--- src/rtl/utlb_pkg.sv ---
package utlb_pkg;

    localparam int VPN_W   = 20;
    localparam int PPN_W   = 20;
    localparam int ATTR_W  = 8;
    localparam int ENTRIES = 10;
    localparam int IDX_W   = $clog2(ENTRIES);

    localparam int              RNG_W    = 16;
    localparam logic [RNG_W-1:0] RNG_SEED = 16'hACE1;
    localparam logic [RNG_W-1:0] RNG_TAPS = 16'hB400;

    typedef enum logic { REPL_ROTATE = 1'b0, REPL_RANDOM = 1'b1 } repl_mode_e;
    typedef enum logic { ST_IDLE = 1'b0, ST_WAIT = 1'b1 } fill_state_e;

    typedef struct packed {
        logic              valid;
        logic [VPN_W-1:0]  vpn;
        logic [PPN_W-1:0]  ppn;
        logic [ATTR_W-1:0] attr;
    } tlb_entry_t;

    function automatic logic [RNG_W-1:0] rng_step(input logic [RNG_W-1:0] s);
        return s[0] ? ((s >> 1) ^ RNG_TAPS) : (s >> 1);
    endfunction

    function automatic logic [IDX_W-1:0] idx_wrap_inc(input logic [IDX_W-1:0] i);
        return (i == IDX_W'(ENTRIES - 1)) ? '0 : i + 1'b1;
    endfunction

endpackage

--- src/rtl/utlb_cam.sv ---
module utlb_cam
    import utlb_pkg::*;
(
    input  tlb_entry_t [ENTRIES-1:0] entries,
    input  logic [VPN_W-1:0]         vpn,
    output logic                     hit,
    output logic [PPN_W-1:0]         ppn,
    output logic [ATTR_W-1:0]        attr
);

    logic [ENTRIES-1:0] match;

    // One comparator per entry, all evaluated in parallel
    for (genvar g = 0; g < ENTRIES; g++) begin : g_cmp
        assign match[g] = entries[g].valid && (entries[g].vpn == vpn);
    end

    assign hit = |match;

    // AND-OR select: at most one entry matches since only misses install
    always_comb begin
        ppn  = '0;
        attr = '0;
        for (int i = 0; i < ENTRIES; i++) begin
            ppn  = ppn  | (entries[i].ppn  & {PPN_W{match[i]}});
            attr = attr | (entries[i].attr & {ATTR_W{match[i]}});
        end
    end

endmodule

--- src/rtl/utlb_victim.sv ---
module utlb_victim
    import utlb_pkg::*;
(
    input  logic             clk,
    input  logic             rst,
    input  logic             write_en,
    input  repl_mode_e       mode,
    output logic [IDX_W-1:0] victim
);

    logic [IDX_W-1:0] ptr_q;
    logic [RNG_W-1:0] rng_q;
    logic [IDX_W-1:0] rand_idx;

    assign rand_idx = IDX_W'(rng_q % RNG_W'(ENTRIES));
    assign victim   = (mode == REPL_RANDOM) ? rand_idx : ptr_q;

    always_ff @(posedge clk) begin
        if (rst) begin
            ptr_q <= '0;
            rng_q <= RNG_SEED;
        end else if (write_en) begin
            if (mode == REPL_RANDOM) begin
                rng_q <= rng_step(rng_q);
            end else begin
                ptr_q <= idx_wrap_inc(ptr_q);
            end
        end
    end

endmodule

--- src/rtl/utlb_ctrl.sv ---
module utlb_ctrl
    import utlb_pkg::*;
(
    input  logic             clk,
    input  logic             rst,
    input  logic             lk_valid,
    input  logic [VPN_W-1:0] lk_vpn,
    input  logic             cam_hit,
    input  logic             fill_valid,
    output logic             ready,
    output logic             req,
    output logic [VPN_W-1:0] req_vpn,
    output logic             install
);

    fill_state_e      state_q;
    logic [VPN_W-1:0] pend_q;

    assign ready   = (state_q == ST_IDLE);
    assign req     = (state_q == ST_WAIT);
    assign req_vpn = pend_q;
    assign install = (state_q == ST_WAIT) && fill_valid;

    always_ff @(posedge clk) begin
        if (rst) begin
            state_q <= ST_IDLE;
            pend_q  <= '0;
        end else begin
            case (state_q)
                ST_IDLE: if (lk_valid && !cam_hit) begin
                    state_q <= ST_WAIT;
                    pend_q  <= lk_vpn;
                end
                ST_WAIT: if (fill_valid) begin
                    state_q <= ST_IDLE;
                end
                default: state_q <= ST_IDLE;
            endcase
        end
    end

endmodule

--- src/rtl/micro_tlb.sv ---
module micro_tlb
    import utlb_pkg::*;
(
    input  logic              clk,
    input  logic              rst,
    input  logic              lk_valid,
    input  logic [VPN_W-1:0]  lk_vpn,
    output logic              lk_ready,
    output logic              lk_hit,
    output logic [PPN_W-1:0]  lk_ppn,
    output logic [ATTR_W-1:0] lk_attr,
    output logic              mt_req,
    output logic [VPN_W-1:0]  mt_vpn,
    input  logic              mt_fill_valid,
    input  logic [PPN_W-1:0]  mt_fill_ppn,
    input  logic [ATTR_W-1:0] mt_fill_attr,
    input  logic              flush,
    input  logic              repl_random
);

    tlb_entry_t [ENTRIES-1:0] entries_q;
    logic                     cam_hit;
    logic                     install;
    logic                     write_en;
    logic [IDX_W-1:0]         victim_idx;
    repl_mode_e               mode;

    assign mode     = repl_mode_e'(repl_random);
    assign write_en = install && !flush;

    utlb_cam u_cam (
        .entries (entries_q),
        .vpn     (lk_vpn),
        .hit     (cam_hit),
        .ppn     (lk_ppn),
        .attr    (lk_attr)
    );

    utlb_ctrl u_ctrl (
        .clk        (clk),
        .rst        (rst),
        .lk_valid   (lk_valid),
        .lk_vpn     (lk_vpn),
        .cam_hit    (cam_hit),
        .fill_valid (mt_fill_valid),
        .ready      (lk_ready),
        .req        (mt_req),
        .req_vpn    (mt_vpn),
        .install    (install)
    );

    utlb_victim u_victim (
        .clk      (clk),
        .rst      (rst),
        .write_en (write_en),
        .mode     (mode),
        .victim   (victim_idx)
    );

    assign lk_hit = lk_valid && lk_ready && cam_hit;

    always_ff @(posedge clk) begin
        if (rst) begin
            entries_q <= '0;
        end else if (flush) begin
            for (int i = 0; i < ENTRIES; i++) begin
                entries_q[i].valid <= 1'b0;
            end
        end else if (write_en) begin
            entries_q[victim_idx] <= '{valid: 1'b1, vpn: mt_vpn,
                                       ppn: mt_fill_ppn, attr: mt_fill_attr};
        end
    end

endmodule

--- config.mk ---
export PLATFORM = sky130hd
export DESIGN_NAME = micro_tlb
export DESIGN_NICKNAME = d
export VERILOG_FILES = /design/src/rtl/utlb_pkg.sv /design/src/rtl/utlb_cam.sv /design/src/rtl/utlb_victim.sv /design/src/rtl/utlb_ctrl.sv /design/src/rtl/micro_tlb.sv
export SDC_FILE = /design/constraint.sdc
export NUM_CORES = 1
export LEC_CHECK = 0
export ABC_AREA = 1
export BUFFER_PORTS_ARGS = -buffer_cell sky130_fd_sc_hd__clkbuf_2
export CAP_MARGIN = 20
export CORE_ASPECT_RATIO = 0.75
export CORE_MARGIN = 2
export CORE_UTILIZATION = 35
export CTS_CLUSTER_DIAMETER = 100
export DETAILED_ROUTE_END_ITERATION = 8
export GPL_ROUTABILITY_DRIVEN = 0
export PLACE_DENSITY = 0.6
export SYNTH_ARGS = -nofsm -noshare
export SYNTH_HDL_FRONTEND = slang
export SYNTH_HIERARCHICAL = 1
export SYNTH_SLANG_ARGS = --single-unit
--- constraint.sdc ---
create_clock -name clk -period 5.1 [get_ports clk]
set_clock_uncertainty 0.15 [all_clocks]
set_input_delay 0.255 -clock clk [delete_from_list [all_inputs] [get_ports clk]]
set_output_delay 0.255 -clock clk [all_outputs]
set_load 0.03 [all_outputs]
==> metrics.txt <==
Layout area overhead=24.2%; Max stage delay on crit path=0.40 ns; worst reg2reg path depth=67; WP data required=5.48 ns; CP endpoint kind=flop; DP Wirelength=71,600 um; yosys warns=6; Mapped Avg Cell Area=5.85 um2; Iteration-0 DRC Markers=3,810; Fin Setup TNS=-414.20 ns; top cell type's share of synthesized area=34.0%; IO Pins=105; maxcap violations=0; Routed wire per std cell=19.2 um; Core ar.=0.0881 mm2; Num CTS Buffers=58; RSZ-0062 raised after global routing=yes; global-route wire length before repair=180,000 um; flops & latches, synth=531; CTS clk-pin slew, worst paths=0.06 ns; DRT antenna net count=0; Final Cycle Share=119%; critical path endpoint=entries_q[319]; Rel. slew slack=22.3%; status=complete, but fails checks; drt first pass iters=6; Critical Path AT=6.46 ns; vias in the first global route=28,800; Hold WS=0.0288 ns; Main synth FF type=dfxtp_1; Crit Reg-Reg Endpoint=entries_q[319]; Final Max Slew Viols=0; ys async rst share=0%; gr ovfl total=0; clk sinks=531; clock tree buffer depth=3; share of layout cells above drive strength 1=13.6%; Synth area leaders=dfxtp_1, nand2_1, inv_1; failing checks=negative setup slack; r2r setup slk=-0.98 ns; GRT Total Usage=25.3%; initial core utilization=35.5%; initial antenna violation count=4; syn_nets=5,401; Peak Freq=165 MHz; vias=33,100; Port Buf Inserts=104; endpoints failing setup=490; reg-to-reg startpoint=u_victim/rng_q[13]; crit path from=u_victim/rng_q[13]; Die W=349 um; CTS tree=yes; NumNets Final=5,544; dpl ws=-0.842 ns; Hold Crit Class=primary input to flop; vias per cell=4.95; proportion of synthesized chip area in sequential cells=34.0%; cell mode on critical path=nand2_4; Post-synth EDFFs=0; Tmin final=6.08 ns; Yosys cell types=42; die area=0.0918 mm2; Setup CP Type=flop to flop; crit path max fanout=5; Worst path slowest cell=dfxtp_4; Core Rows=94; Die Span Y=263 um; # DRC=0; Worst Max-Slew Pin Slew=1.17 ns; Routed WL=128,000 um; Netlist Area Pre-Place=0.0313 mm2; Cells after Synth=5,347; largest net degree at the start of global routing=223; CTS H-tree depth=2; final hold vios=0; Synth area leader=dfxtp_1; Root Buffer=clkbuf_16; clk_lat worst skew=0.66 ns; element type at the critical path start=flop; final worst slack=-0.977 ns
## per-stage QoR
| step | cells | utilization [%] | area [um2] |
|---|---|---|---|
| floorplan | 5347 | - | 31500 |
| global placement | 6429 | 38.1 | 33600 |
| detailed placement | 6429 | 38.1 | 33600 |
| CTS | 6617 | 41.8 | 36800 |
| global route | 6683 | 44.1 | 38800 |
| finish | 6683 | 44.1 | 38800 |
## sequential cells by signal, summed over array words and instances (netlist names)
| signal | flops |
|---|---|
| u_victim/ptr_q | 4 |
| u_victim/rng_q | 16 |
| entries_q | 490 |
| u_ctrl/req_vpn | 20 |
| u_ctrl/req | 1 |
## cell type report
class                           count  area [um2]
Tap cell                         1152        1440
Timing Repair Buffer              393        4840
Fill cell                        8981       49300
Inverter                         1116        4210
Sequential cell                   531       10600
Clock inverter                     12         163
Multi-Input combinational cell   3390       15900
Antenna cell                        1        2.50
Clock buffer                       88        1680
## worst min path at each step
| stage | end | start | slack (ns) | depth (start not counted) |
|---|---|---|---|---|
| 6_report | u_ctrl/req_vpn[10] | lk_vpn[10] | 0.03 | 3 |
| 5_1_grt | u_ctrl/req_vpn[10] | lk_vpn[10] | 0.08 | 3 |
| 4_1_cts | u_ctrl/req_vpn[10] | lk_vpn[10] | 0.01 | 3 |
| 3_5_place_dp | entries_q[97] | entries_q[97] | 0.29 | 2 |
| 3_3_place_gp | entries_q[342] | entries_q[342] | 0.29 | 2 |
| 2_1_floorplan | u_victim/ptr_q[2] | rst | 0.18 | 1 |
## synthesized netlist by cell type (32+ instances only)
cell      instances
nand2_1        1483
nand3_1         528
nor2_1          856
nand2_2          32
clkbuf_1        117
buf_2           102
clkinv_1         50
o21ai_0          84
inv_1          1035
nand4_1         224
dfxtp_1         531
buf_4            38
## critical path: cells and delay by family, from the launching register on
family | cells | cell delay [ns]
flip-flops | 1 | 0.40
AND/OR/NAND/NOR | 57 | 4.32
buffers and inverters | 10 | 1.00
## cell families after synthesis
kind of cell,share of synthesized area [%]
AO/OA/AOI/OAI,2.70
AND/OR/NAND/NOR,43.6
buffers and inverters,18.5
flip-flops,34.0
XOR/XNOR,1.20
## cells in the final DEF, fill, tap and decap left out, types with 3 or more instances in the layout
master and instances:
nand2_1 1427, clkbuf_1 18, nand4_1 224, clkinv_2 4, xor2_1 19, o21ai_1 14, buf_6 17, nand3_2 68
nor2_2 62, o21ai_4 4, inv_4 7, buf_16 21, nand2_4 41, inv_1 1020, nand2_2 57, nor2_4 14
clkbuf_16 94, buf_4 89, buf_8 11, dfxtp_1 528, a21oi_1 23, o21ai_2 4, dfxtp_4 3, clkinv_1 50
nand3_4 16, o21ai_0 82, o211ai_1 15, inv_2 38, nand3_1 460, nor3_1 3, nor2_1 810, clkbuf_8 12
clkbuf_2 104, or2_2 6, xnor2_1 24, buf_12 62, dlygate4sd3_1 51
## per-layer routing
layer	vias up	share of wire (%)	global-route usage, %
met1	14900	42	36.4
met3	284	12	5.12
met2	1671	42	37.8
met4	2	3.7	7.53
li1	16300	-	-
met5	-	0.010	0
## timing repair
item	4_1_cts	5_1_grt
setup buffers	22	27
hold buffers	51	0
setup endpoints to repair	490	490
hold endpoints to repair	242	0
resized for setup	55	231
gates cloned	15	41
pin swaps	7	57
Power is left out: the tool's default activity adds up to more than one toggle a clock period on the data nets, which glitch-free logic cannot reach.
